$ cat config.mk
export PLATFORM = sky130hd
export DESIGN_NAME = smbus_host_engine
export DESIGN_NICKNAME = d
export VERILOG_FILES = /design/src/rtl/smbh_pkg.sv /design/src/rtl/smbh_datapath.sv /design/src/rtl/smbh_control.sv /design/src/rtl/smbus_host_engine.sv
export SDC_FILE = /design/constraint.sdc
export NUM_CORES = 1
export LEC_CHECK = 0
export BUFFER_PORTS_ARGS = -buffer_cell sky130_fd_sc_hd__buf_2
export CAP_MARGIN = 10
export CORE_MARGIN = 2
export CORE_UTILIZATION = 33
export CTS_CLUSTER_DIAMETER = 60
export DETAILED_ROUTE_END_ITERATION = 10
export SETUP_SLACK_MARGIN = 0.5
export SLEW_MARGIN = 5
export SYNTH_ARGS = -nofsm -noshare
export SYNTH_HDL_FRONTEND = slang
export SYNTH_SLANG_ARGS = --single-unit
$ cat constraint.sdc
create_clock -name clk -period 6.65 [get_ports clk]
set_input_delay 0.9975 -clock clk [delete_from_list [all_inputs] [get_ports clk]]
set_output_delay 0.9975 -clock clk [all_outputs]
set_load 0.02 [all_outputs]
$ cat src/rtl/smbh_pkg.sv
package smbh_pkg;

  typedef enum logic [1:0] {
    OP_START = 2'd0,
    OP_WRITE = 2'd1,
    OP_READ  = 2'd2,
    OP_STOP  = 2'd3
  } busOp_e;

  typedef enum logic [1:0] {
    LEN_NONE,
    LEN_ONE,
    LEN_TWO,
    LEN_BLOCK
  } len_e;

  typedef struct packed {
    logic valid;
    logic addrRd;   // R/W bit of the first address byte
    logic hasCmd;   // command byte follows the address
    len_e wr;       // write payload after command
    len_e rd;       // read payload
  } plan_t;

  typedef struct packed {
    logic       protoClr;
    logic       statusLd;
    logic [4:0] code;
    logic       cntLd;
    logic       bufLd;
  } strobe_t;

  localparam logic [4:0] RC_OK      = 5'h00;
  localparam logic [4:0] RC_NOACK   = 5'h10;
  localparam logic [4:0] RC_DEVERR  = 5'h11;
  localparam logic [4:0] RC_UNKNOWN = 5'h13;
  localparam logic [4:0] RC_NOPROTO = 5'h19;

  function automatic plan_t decodeProto(input logic [7:0] p);
    plan_t r;
    r = '{valid: 1'b1, addrRd: 1'b0, hasCmd: 1'b0, wr: LEN_NONE, rd: LEN_NONE};
    case (p)
      8'h02: ;
      8'h03: r.addrRd = 1'b1;
      8'h04: r.hasCmd = 1'b1;
      8'h05: begin r.addrRd = 1'b1; r.rd = LEN_ONE; end
      8'h06: begin r.hasCmd = 1'b1; r.wr = LEN_ONE; end
      8'h07: begin r.hasCmd = 1'b1; r.rd = LEN_ONE; end
      8'h08: begin r.hasCmd = 1'b1; r.wr = LEN_TWO; end
      8'h09: begin r.hasCmd = 1'b1; r.rd = LEN_TWO; end
      8'h0A: begin r.hasCmd = 1'b1; r.wr = LEN_BLOCK; end
      8'h0B: begin r.hasCmd = 1'b1; r.rd = LEN_BLOCK; end
      8'h0C: begin r.hasCmd = 1'b1; r.wr = LEN_TWO; r.rd = LEN_TWO; end
      8'h0D: begin r.hasCmd = 1'b1; r.wr = LEN_BLOCK; r.rd = LEN_BLOCK; end
      default: r.valid = 1'b0;
    endcase
    return r;
  endfunction

  function automatic logic [7:0] lenOf(input len_e k, input logic [7:0] cnt);
    case (k)
      LEN_ONE:   return 8'd1;
      LEN_TWO:   return 8'd2;
      LEN_BLOCK: return cnt;
      default:   return 8'd0;
    endcase
  endfunction

endpackage

$ cat src/rtl/smbh_datapath.sv
module smbh_datapath
  import smbh_pkg::*;
#(
  parameter int BUF_DEPTH = 32,
  parameter int ADDR_W    = 6,
  parameter int IDX_W     = 5
) (
  input  logic              clk,
  input  logic              rstN,
  input  logic              regWe,
  input  logic [ADDR_W-1:0] regAddr,
  input  logic [7:0]        regWdata,
  output logic [7:0]        regRdata,
  input  strobe_t           stb,
  input  logic [IDX_W-1:0]  idx,
  input  logic [7:0]        rxByte,
  output logic [7:0]        protoQ,
  output logic [7:0]        statusQ,
  output logic [7:0]        addrQ,
  output logic [7:0]        cmdQ,
  output logic [7:0]        countQ,
  output logic [7:0]        bufByte
);

  localparam logic [ADDR_W-1:0] OFF_PROTO  = ADDR_W'(0);
  localparam logic [ADDR_W-1:0] OFF_STATUS = ADDR_W'(1);
  localparam logic [ADDR_W-1:0] OFF_ADDR   = ADDR_W'(2);
  localparam logic [ADDR_W-1:0] OFF_CMD    = ADDR_W'(3);
  localparam logic [ADDR_W-1:0] OFF_BUF    = ADDR_W'(4);
  localparam logic [ADDR_W-1:0] OFF_COUNT  = ADDR_W'(4 + BUF_DEPTH);

  logic [7:0]        bufQ [BUF_DEPTH];
  logic              busy;
  logic              inBuf;
  logic [ADDR_W-1:0] bufOff;

  assign busy   = (protoQ != 8'd0);
  assign inBuf  = (regAddr >= OFF_BUF) && (regAddr < OFF_COUNT);
  assign bufOff = regAddr - OFF_BUF;
  assign bufByte = bufQ[idx];

  always_ff @(posedge clk or negedge rstN) begin
    if (!rstN) begin
      protoQ  <= '0;
      statusQ <= '0;
      addrQ   <= '0;
      cmdQ    <= '0;
      countQ  <= '0;
      for (int i = 0; i < BUF_DEPTH; i++) bufQ[i] <= '0;
    end else begin
      if (regWe && !busy) begin
        if (regAddr == OFF_PROTO) begin
          protoQ <= regWdata;
          if (regWdata != 8'd0) statusQ <= '0;
        end
        if (regAddr == OFF_ADDR)  addrQ  <= regWdata;
        if (regAddr == OFF_CMD)   cmdQ   <= regWdata;
        if (regAddr == OFF_COUNT) countQ <= regWdata;
        if (inBuf) bufQ[bufOff[IDX_W-1:0]] <= regWdata;
      end
      if (stb.protoClr) protoQ  <= '0;
      if (stb.statusLd) statusQ <= {1'b1, 2'b00, stb.code};
      if (stb.cntLd)    countQ  <= rxByte;
      if (stb.bufLd)    bufQ[idx] <= rxByte;
    end
  end

  always_comb begin
    regRdata = '0;
    if (regAddr == OFF_PROTO)  regRdata = protoQ;
    if (regAddr == OFF_STATUS) regRdata = statusQ;
    if (regAddr == OFF_ADDR)   regRdata = addrQ;
    if (regAddr == OFF_CMD)    regRdata = cmdQ;
    if (regAddr == OFF_COUNT)  regRdata = countQ;
    if (inBuf)                 regRdata = bufQ[bufOff[IDX_W-1:0]];
  end

endmodule

$ cat src/rtl/smbh_control.sv
module smbh_control
  import smbh_pkg::*;
#(
  parameter int BUF_DEPTH = 32,
  parameter int IDX_W     = 5
) (
  input  logic             clk,
  input  logic             rstN,
  input  logic [7:0]       protoQ,
  input  logic [7:0]       addrQ,
  input  logic [7:0]       cmdQ,
  input  logic [7:0]       countQ,
  input  logic [7:0]       bufByte,
  input  logic             busDone,
  input  logic             busAckIn,
  input  logic [7:0]       busRdByte,
  output logic             busReq,
  output logic [1:0]       busOp,
  output logic [7:0]       busWrByte,
  output logic             busAckOut,
  output strobe_t          stb,
  output logic [IDX_W-1:0] idx,
  output logic             stepIsAddr
);

  localparam logic [7:0] MAX_LEN = 8'(BUF_DEPTH);

  typedef enum logic [1:0] {PH_IDLE, PH_REQ, PH_WAIT, PH_FIN} phase_e;
  typedef enum logic [3:0] {
    ST_START, ST_ADDR, ST_CMD, ST_WCNT, ST_WDATA,
    ST_RSTART, ST_ADDRR, ST_RCNT, ST_RDATA, ST_STOP
  } step_e;

  phase_e           phaseQ;
  step_e            stepQ, nxt;
  logic [IDX_W-1:0] idxQ;
  logic [4:0]       resQ;
  plan_t            plan;
  logic [7:0]       wrLen, rdLen, idxExt;
  logic             lastWr, lastRd, rxLenOk, cntOk, errHit, opDone;
  logic [4:0]       errCode;

  assign plan    = decodeProto(protoQ);
  assign wrLen   = lenOf(plan.wr, countQ);
  assign rdLen   = lenOf(plan.rd, countQ);
  assign idxExt  = 8'(idxQ);
  assign lastWr  = (idxExt + 8'd1 == wrLen);
  assign lastRd  = (idxExt + 8'd1 == rdLen);
  assign rxLenOk = (busRdByte != 8'd0) && (busRdByte <= MAX_LEN);
  assign cntOk   = (countQ != 8'd0) && (countQ <= MAX_LEN);
  assign opDone  = (phaseQ == PH_WAIT) && busDone;
  assign idx     = idxQ;
  assign stepIsAddr = (stepQ == ST_ADDR) || (stepQ == ST_ADDRR);

  // Step that follows the current one once its bus operation completes
  always_comb begin
    nxt     = stepQ;
    errHit  = 1'b0;
    errCode = RC_OK;
    case (stepQ)
      ST_START: nxt = ST_ADDR;
      ST_ADDR: begin
        if (!busAckIn) begin nxt = ST_STOP; errHit = 1'b1; errCode = RC_NOACK; end
        else if (plan.hasCmd)        nxt = ST_CMD;
        else if (plan.rd != LEN_NONE) nxt = ST_RDATA;
        else                          nxt = ST_STOP;
      end
      ST_CMD: begin
        if (!busAckIn) begin nxt = ST_STOP; errHit = 1'b1; errCode = RC_DEVERR; end
        else if (plan.wr == LEN_BLOCK) nxt = ST_WCNT;
        else if (plan.wr != LEN_NONE)  nxt = ST_WDATA;
        else if (plan.rd != LEN_NONE)  nxt = ST_RSTART;
        else                           nxt = ST_STOP;
      end
      ST_WCNT: begin
        if (!busAckIn) begin nxt = ST_STOP; errHit = 1'b1; errCode = RC_DEVERR; end
        else nxt = ST_WDATA;
      end
      ST_WDATA: begin
        if (!busAckIn) begin nxt = ST_STOP; errHit = 1'b1; errCode = RC_DEVERR; end
        else if (!lastWr)             nxt = ST_WDATA;
        else if (plan.rd != LEN_NONE) nxt = ST_RSTART;
        else                          nxt = ST_STOP;
      end
      ST_RSTART: nxt = ST_ADDRR;
      ST_ADDRR: begin
        if (!busAckIn) begin nxt = ST_STOP; errHit = 1'b1; errCode = RC_NOACK; end
        else if (plan.rd == LEN_BLOCK) nxt = ST_RCNT;
        else                           nxt = ST_RDATA;
      end
      ST_RCNT: begin
        if (!rxLenOk) begin nxt = ST_STOP; errHit = 1'b1; errCode = RC_DEVERR; end
        else nxt = ST_RDATA;
      end
      ST_RDATA: nxt = lastRd ? ST_STOP : ST_RDATA;
      default:  nxt = ST_STOP;
    endcase
  end

  always_ff @(posedge clk or negedge rstN) begin
    if (!rstN) begin
      phaseQ <= PH_IDLE;
      stepQ  <= ST_START;
      idxQ   <= '0;
      resQ   <= RC_OK;
    end else begin
      case (phaseQ)
        PH_IDLE: if (protoQ != 8'd0) begin
          idxQ <= '0;
          if (!plan.valid) begin
            resQ <= RC_NOPROTO; phaseQ <= PH_FIN;
          end else if (plan.wr == LEN_BLOCK && !cntOk) begin
            resQ <= RC_UNKNOWN; phaseQ <= PH_FIN;
          end else begin
            resQ <= RC_OK; stepQ <= ST_START; phaseQ <= PH_REQ;
          end
        end
        PH_REQ: phaseQ <= PH_WAIT;
        PH_WAIT: if (busDone) begin
          if (stepQ == ST_STOP) phaseQ <= PH_FIN;
          else begin
            stepQ  <= nxt;
            idxQ   <= (nxt == stepQ) ? idxQ + 1'b1 : '0;
            if (errHit) resQ <= errCode;
            phaseQ <= PH_REQ;
          end
        end
        default: phaseQ <= PH_IDLE;
      endcase
    end
  end

  always_comb begin
    busReq = (phaseQ == PH_REQ);
    case (stepQ)
      ST_START, ST_RSTART: busOp = OP_START;
      ST_STOP:             busOp = OP_STOP;
      ST_RCNT, ST_RDATA:   busOp = OP_READ;
      default:             busOp = OP_WRITE;
    endcase
    case (stepQ)
      ST_ADDR:  busWrByte = {addrQ[7:1], plan.addrRd};
      ST_ADDRR: busWrByte = {addrQ[7:1], 1'b1};
      ST_CMD:   busWrByte = cmdQ;
      ST_WCNT:  busWrByte = countQ;
      ST_WDATA: busWrByte = bufByte;
      default:  busWrByte = 8'd0;
    endcase
    busAckOut = (stepQ == ST_RDATA) ? !lastRd : 1'b1;
    stb          = '0;
    stb.protoClr = (phaseQ == PH_FIN);
    stb.statusLd = (phaseQ == PH_FIN);
    stb.code     = resQ;
    stb.cntLd    = opDone && (stepQ == ST_RCNT) && rxLenOk;
    stb.bufLd    = opDone && (stepQ == ST_RDATA);
  end

endmodule

$ cat src/rtl/smbus_host_engine.sv
module smbus_host_engine
  import smbh_pkg::*;
#(
  parameter int BUF_DEPTH = 32,
  parameter int ADDR_W    = $clog2(BUF_DEPTH + 5)
) (
  input  logic              clk,
  input  logic              rstN,
  input  logic              regWe,
  input  logic [ADDR_W-1:0] regAddr,
  input  logic [7:0]        regWdata,
  output logic [7:0]        regRdata,
  output logic              busReq,
  output logic [1:0]        busOp,
  output logic [7:0]        busWrByte,
  output logic              busAckOut,
  input  logic              busDone,
  input  logic              busAckIn,
  input  logic [7:0]        busRdByte
);

  localparam int IDX_W = $clog2(BUF_DEPTH);

  strobe_t          stb;
  logic [IDX_W-1:0] idx;
  logic [7:0]       protoQ, statusQ, addrQ, cmdQ, countQ, bufByte;
  logic             stepIsAddr;

  smbh_datapath #(.BUF_DEPTH(BUF_DEPTH), .ADDR_W(ADDR_W), .IDX_W(IDX_W)) u_dp (
    .clk(clk), .rstN(rstN), .regWe(regWe), .regAddr(regAddr),
    .regWdata(regWdata), .regRdata(regRdata), .stb(stb), .idx(idx),
    .rxByte(busRdByte), .protoQ(protoQ), .statusQ(statusQ), .addrQ(addrQ),
    .cmdQ(cmdQ), .countQ(countQ), .bufByte(bufByte)
  );

  smbh_control #(.BUF_DEPTH(BUF_DEPTH), .IDX_W(IDX_W)) u_ctl (
    .clk(clk), .rstN(rstN), .protoQ(protoQ), .addrQ(addrQ), .cmdQ(cmdQ),
    .countQ(countQ), .bufByte(bufByte), .busDone(busDone),
    .busAckIn(busAckIn), .busRdByte(busRdByte), .busReq(busReq),
    .busOp(busOp), .busWrByte(busWrByte), .busAckOut(busAckOut),
    .stb(stb), .idx(idx), .stepIsAddr(stepIsAddr)
  );

endmodule

[Word level (Yosys, flattened, before mapping)]
Cells that the tools add are included.
W data, S select, Z words.
Word-level totals
  logic and storage cells: 235
  output and inout bits: 20
  register bits: 312
Cells by class
  mux-type cells: 87
  reductions and logical operators: 51
  equality and inequality tests: 43
  bitwise logic cells: 2
  $lt $le $gt $ge: 8
  add/sub/neg operators: 3
Operators with widths (number)
  $mux W256: 3
  $bwmux W256: 2
  $mux W8: 22
  $bmux W8 S5: 2
  $demux W8 S5: 2
  $mux W5: 13
  $mux W4: 16
  $eq A8 B4 Y1 const B: 6
  $pmux W8 S3: 2
  $pmux W8 S5: 1
  $pmux W4 S9: 1
  $eq A8 B3 Y1 const B: 4
  $reduce_bool A8 Y1: 4
  $pmux W2 S3: 4
  $pmux W5 S2: 2
  $reduce_or A2 Y1: 9
  $eq A4 B3 Y1 const B: 4
  $eq A8 B2 Y1 const B: 2
  $le A8 B6 Y1 const B: 2
  $reduce_bool A2 Y1: 8
  $pmux W5 S3: 1
  $eq A2 B2 Y1 const B: 6
  $eq A6 B2 Y1 const B: 2
  $ge A6 B6 Y1 const B: 2
  36 further kinds: 74

[Longest topological paths before layout]
  word-level depth: 14
  gate-level depth with buffers: 15
  mapped depth without buffers: 14

[Cells and area by module]
A second synthesis with hierarchy kept.
Second synthesis, totals
  cells, all modules: 2201
  area, all modules: 20749.9 um2
Modules (own cells, without submodules)
  smbh_datapath: cells each 1915, times used 1, area each 18485.2 um2
  smbh_control: cells each 286, times used 1, area each 2264.7 um2

[Worst setup path after synthesis]
OpenSTA, ideal clock, no wires.
  kind: input -> output
  from: in regAddr[2]
  to: out regRdata[4]
  stages on the path: 12
  path slack: 1.837 ns
  data arrival time: 3.816 ns
  required time: 5.653 ns
  cell sequence: clkbuf_1 > inv_1 > clkbuf_1 > ha_1 > xor2_1 > clkbuf_1 > nand2_1 > a21oi_1 > a31oi_1 > a21oi_1 > a31oi_1 > mux2i_1
Between the ends
  word-level cells in the longest chain between the ends: 7
RTL lines
  start, declared: RTL line smbus_host_engine.sv:10  | input logic [ADDR_W-1:0] regAddr,
  branches (longest 6 deep; another with $sub A5 B3 Y5)
  $mux W8 (*): RTL line smbh_datapath.sv:75  | if (inBuf) regRdata = bufQ[bufOff[IDX_W-1:0]];
  end, declared: RTL line smbus_host_engine.sv:12  | output logic [7:0] regRdata,
Mark *: on every way between the ends. The select of a mux whose other input is x is not followed.

[Worst setup path in the final report]
  from: in regAddr[2]
  to: out regRdata[3]
Same word-level chain as after synthesis.

==> key figures <==
Global route
  • All-Layer GR Usage: 0.2218
  • Largest net degree at the start of global routing: between 150 and 200
  • Grt ovf: 0
  • Vias in the first global route: between 15000 and 20000
  • Antenna violations before repair: 1
  • First-pass GRT wire length: roughly 110 mm

Floorplanning
  • CORE AREA: between 0.06 and 0.07 sq mm
  • # rows: 90
  • Die W: between 200 and 300 um
  • Initial Util: 0.3336
  • Die area: approximately 0.063 sq mm
  • # IOs: 47
  • Die Ht: 250.8 um

Layout
  • Multi-input logic area: ~0.012 sq mm
  • Register area: 0.007715 sq mm
  • Diode count: 0
  • Synth-to-layout area growth: 9.619%
  • Final nets: approximately 1900
  • Ratio of cells with drive above 1 in the final layout: 0.1694
  • Fillers: around 5900

STA
  • Max-slew violations: 0
  • Max_slew headroom: 0.2884
  • Setup ws final: 1153 ps
  • Least-Margin Pin Slew: 1067 ps
  • Fin crit period: 5497 ps
  • Worst hold margin: a little over 400 ps
  • Fin crit share: 0.8266
  • Fin Setup TNS: 0 ps
  • Final setup violation count: 0
  • Max Freq: 181.9 MHz
  • Final Hold Viols: 0
  • RSZ-0062 raised after global routing: false
  • Clock Skews: 22.49 ps

Synthesis
  • Synthesized instance count: between 1500 and 2000
  • Syn avg cell area: between 10 and 15 sq um
  • Async set or reset register ratio after synthesis: 1.000
  • Distinct cells, synth: 75
  • Top post-synthesis cells by area: dfrtp_1 (38%), mux4_2 (15%), mux2i_1 (14%), a21oi_1 (7.5%), nor2_1 (5.8%)
  • Top FF cell, synth: dfrtp_1
  • Post-synthesis sequential area ratio: 0.3835
  • Area of the mapped netlist: 0.02010 sq mm
  • Post-synth EDFFs: 0
  • Largest area contributor in the netlist: dfrtp_1
  • Register bit count reported by yosys: about 300
  • Net Count, Synth: between 2000 and 2500
  • Post-synth top area share: 0.3835
  • YS warnings: 0

Flow run
  • # Max-Cap Violations: 0

Worst setup path
  • Critical-path maximum fanout: 26
  • Crit. End Element: output port
  • CP Cell Sequence: buf_2 > inv_1 > ha_1 > xor2_4 > nor2_1 > a221o_1 > a222oi_1 > a21oi_1 > buf_2
  • Arrival time at the worst endpoint: between 4000 and 5000 ps
  • CP required: roughly 5700 ps
  • Setup CP Type: in -> out
  • Setup crit start kind: primary input
  • Critical path's top delay family: compound AO/OA/AOI/OAI gates
  • Most used cell, CP: buf_2
  • Slowest CP cell: xor2_4
  • Slowest stage delay, CP: roughly 750 ps
  • WP buf/inv: 3

Power
  • Gate power share: 0.317
  • P per Cell Area: roughly 330 mW/mm^2
  • Reg power frac: 0.394
  • Clock power share: 0.289
  • LEAKAGE: between 9 and 10 nW
  • P_sw: 2.615 mW
  • Int Pwr: about 4.6 mW
  • VDD IR max: between 0.00015 and 0.0002 V
  • Switching share of power: 0.3611

Detailed routing
  • Vias post-DR: ~16000
  • DRT antenna net count: 0
  • DRT Pass-1 Iters: 6
  • WL final: approximately 70 mm
  • Routed length per instance: 25.82 um
  • DR vias/cell: around 6
  • Number of remaining DRC errors: 0
  • 1st-iter DRT viols: between 2000 and 2500

Placed design
  • Setup WS pre-CTS: about 1300 ps
  • HPWL after DPL: about 46 mm
  • Routability cong.: 0.9423
  • I/O Buffers: 46

Clock network
  • Cts-stage hold buffer count: 0
  • Worst-path clk slew: approximately 50 ps
  • Clk Latency, worst-skew pair: between 500 and 600 ps
  • TritonCTS buffer count: 39
  • Post_cts resized: 0
  • Clock Sinks: roughly 310
  • H-tree depth: 2
  • Setup Buffers After CTS: 0
  • TritonCTS clock tree: done
  • CTS root buf: clkbuf_16
  • Max Root-Sink Buffers: 3

Status
  • Status: complete, no violations

Min path
  • Hold Crit Class: in -> async
[Yosys cell counts, types with 4 or more instances]
library cell  instances
clkbuf_1            145
and3_1                8
xnor2_1               9
o21ai_0              23
a22o_1                6
nand3_1              17
a21oi_1             301
ha_1                 10
and2_1                9
mux2_2               20
nor3_1               17
nand4_1               9
nor4_1                5
buf_2                15
nor2_2                9
a221o_1               8
mux2i_1             282
inv_1                16
nand3b_1              8
a221oi_1             10
nand2b_1             10
dfrtp_1             308
nor3_4                4
a22oi_1              33
a31oi_1              10
buf_1                32
a21o_1                4
mux4_2              136
or3_1                 8
o211ai_1              4
nor2_4                6
nor2_1              309
o2111ai_1             7
nor2b_1               8
a211oi_1              5
nand2_1              99
[final timing paths]
kind	start	endpoint	slack (ps)	cells after the start
setup / recovery	regAddr[2]	regRdata[3]	1150	9
hold / removal	rstN	u_ctl.stepQ[1]	410	1
setup reg to reg	u_ctl.idx[1]	u_ctl.idx[3]	2850	9
hold reg to reg	u_ctl.resQ[0]	u_ctl.resQ[0]	500	2
max in group asynchronous	rstN	u_dp.bufQ[89]	4800	2
min in group clk	u_ctl.resQ[0]	u_ctl.resQ[0]	500	2
[power groups by stage]
stage / Combinational [mW] / Clock, mW / Sequential, mW
global placement: 2.23 / 0 / 2.82
finish: 2.29 / 2.09 / 2.85
detailed placement: 2.27 / 0 / 2.86
floorplan: 1.68 / 0 / 2.62
global route: 2.44 / 2.19 / 2.91
CTS: 2.27 / 2.12 / 2.83
[kinds of logic after synthesis]
group / share of synthesized area
DFF: 0.3835
AOI/OAI and AO/OA: 0.1281
adders and majority gates: 0.006226
muxes: 0.3041
xor gates and xnor gates: 0.007472
and+or+nand+nor: 0.1295
buffers and inverters: 0.04103
[state kept, by name (all words and copies together) (netlist names), 4 cells and up]
| name | count |
|---|---|
| u_dp.bufQ | 256 |
| u_dp.countQ | 8 |
| u_ctl.stepQ | 4 |
| u_dp.addrQ | 8 |
| u_dp.statusQ | 5 |
| u_dp.protoQ | 8 |
| u_ctl.idx | 5 |
| u_dp.cmdQ | 8 |
| u_ctl.resQ | 4 |
[per-layer routing]
metal	track usage	routed length, um
met1	0.2972	28520
met2	0.3507	32410
met4	0.09923	3232
met3	0.04090	5693
met5	0	11
[placed cells by master, fill, tap and decap left out, types with 16 or more instances in the layout]
| master | n |
|---|---|
| nor2_1 | 309 |
| o21ai_0 | 23 |
| nand3_1 | 17 |
| dfrtp_1 | 306 |
| buf_4 | 25 |
| mux4_2 | 136 |
| nand2_1 | 99 |
| clkbuf_16 | 40 |
| a22oi_1 | 33 |
| mux2i_1 | 282 |
| inv_1 | 16 |
| buf_2 | 43 |
| mux2_2 | 20 |
| nor3_1 | 17 |
| a21oi_1 | 300 |
[through the flow]
stage | std cells | total power, mW | area (sq um) | util
after floorplan | 1980 | 4.299 | 20100 | -
final | 2706 | 7.241 | 22030 | 0.3656
after global routing | 2706 | 7.542 | 22030 | 0.3656
after global placement | 2637 | 5.054 | 20790 | 0.3451
after detailed placement | 2637 | 5.133 | 20790 | 0.3451
after CTS | 2706 | 7.228 | 22030 | 0.3656
[area by class of cell]
cell class                      count  share of cell area
Inverter                           17            0.002897
Sequential cell                   308              0.3502
Timing Repair Buffer               70             0.01988
Clock inverter                     17            0.006532
Tap cell                          782             0.04442
Clock buffer                       52             0.04976
Multi-Input combinational cell   1460              0.5263
No activity file was read; power rests on OpenSTA's default activity.
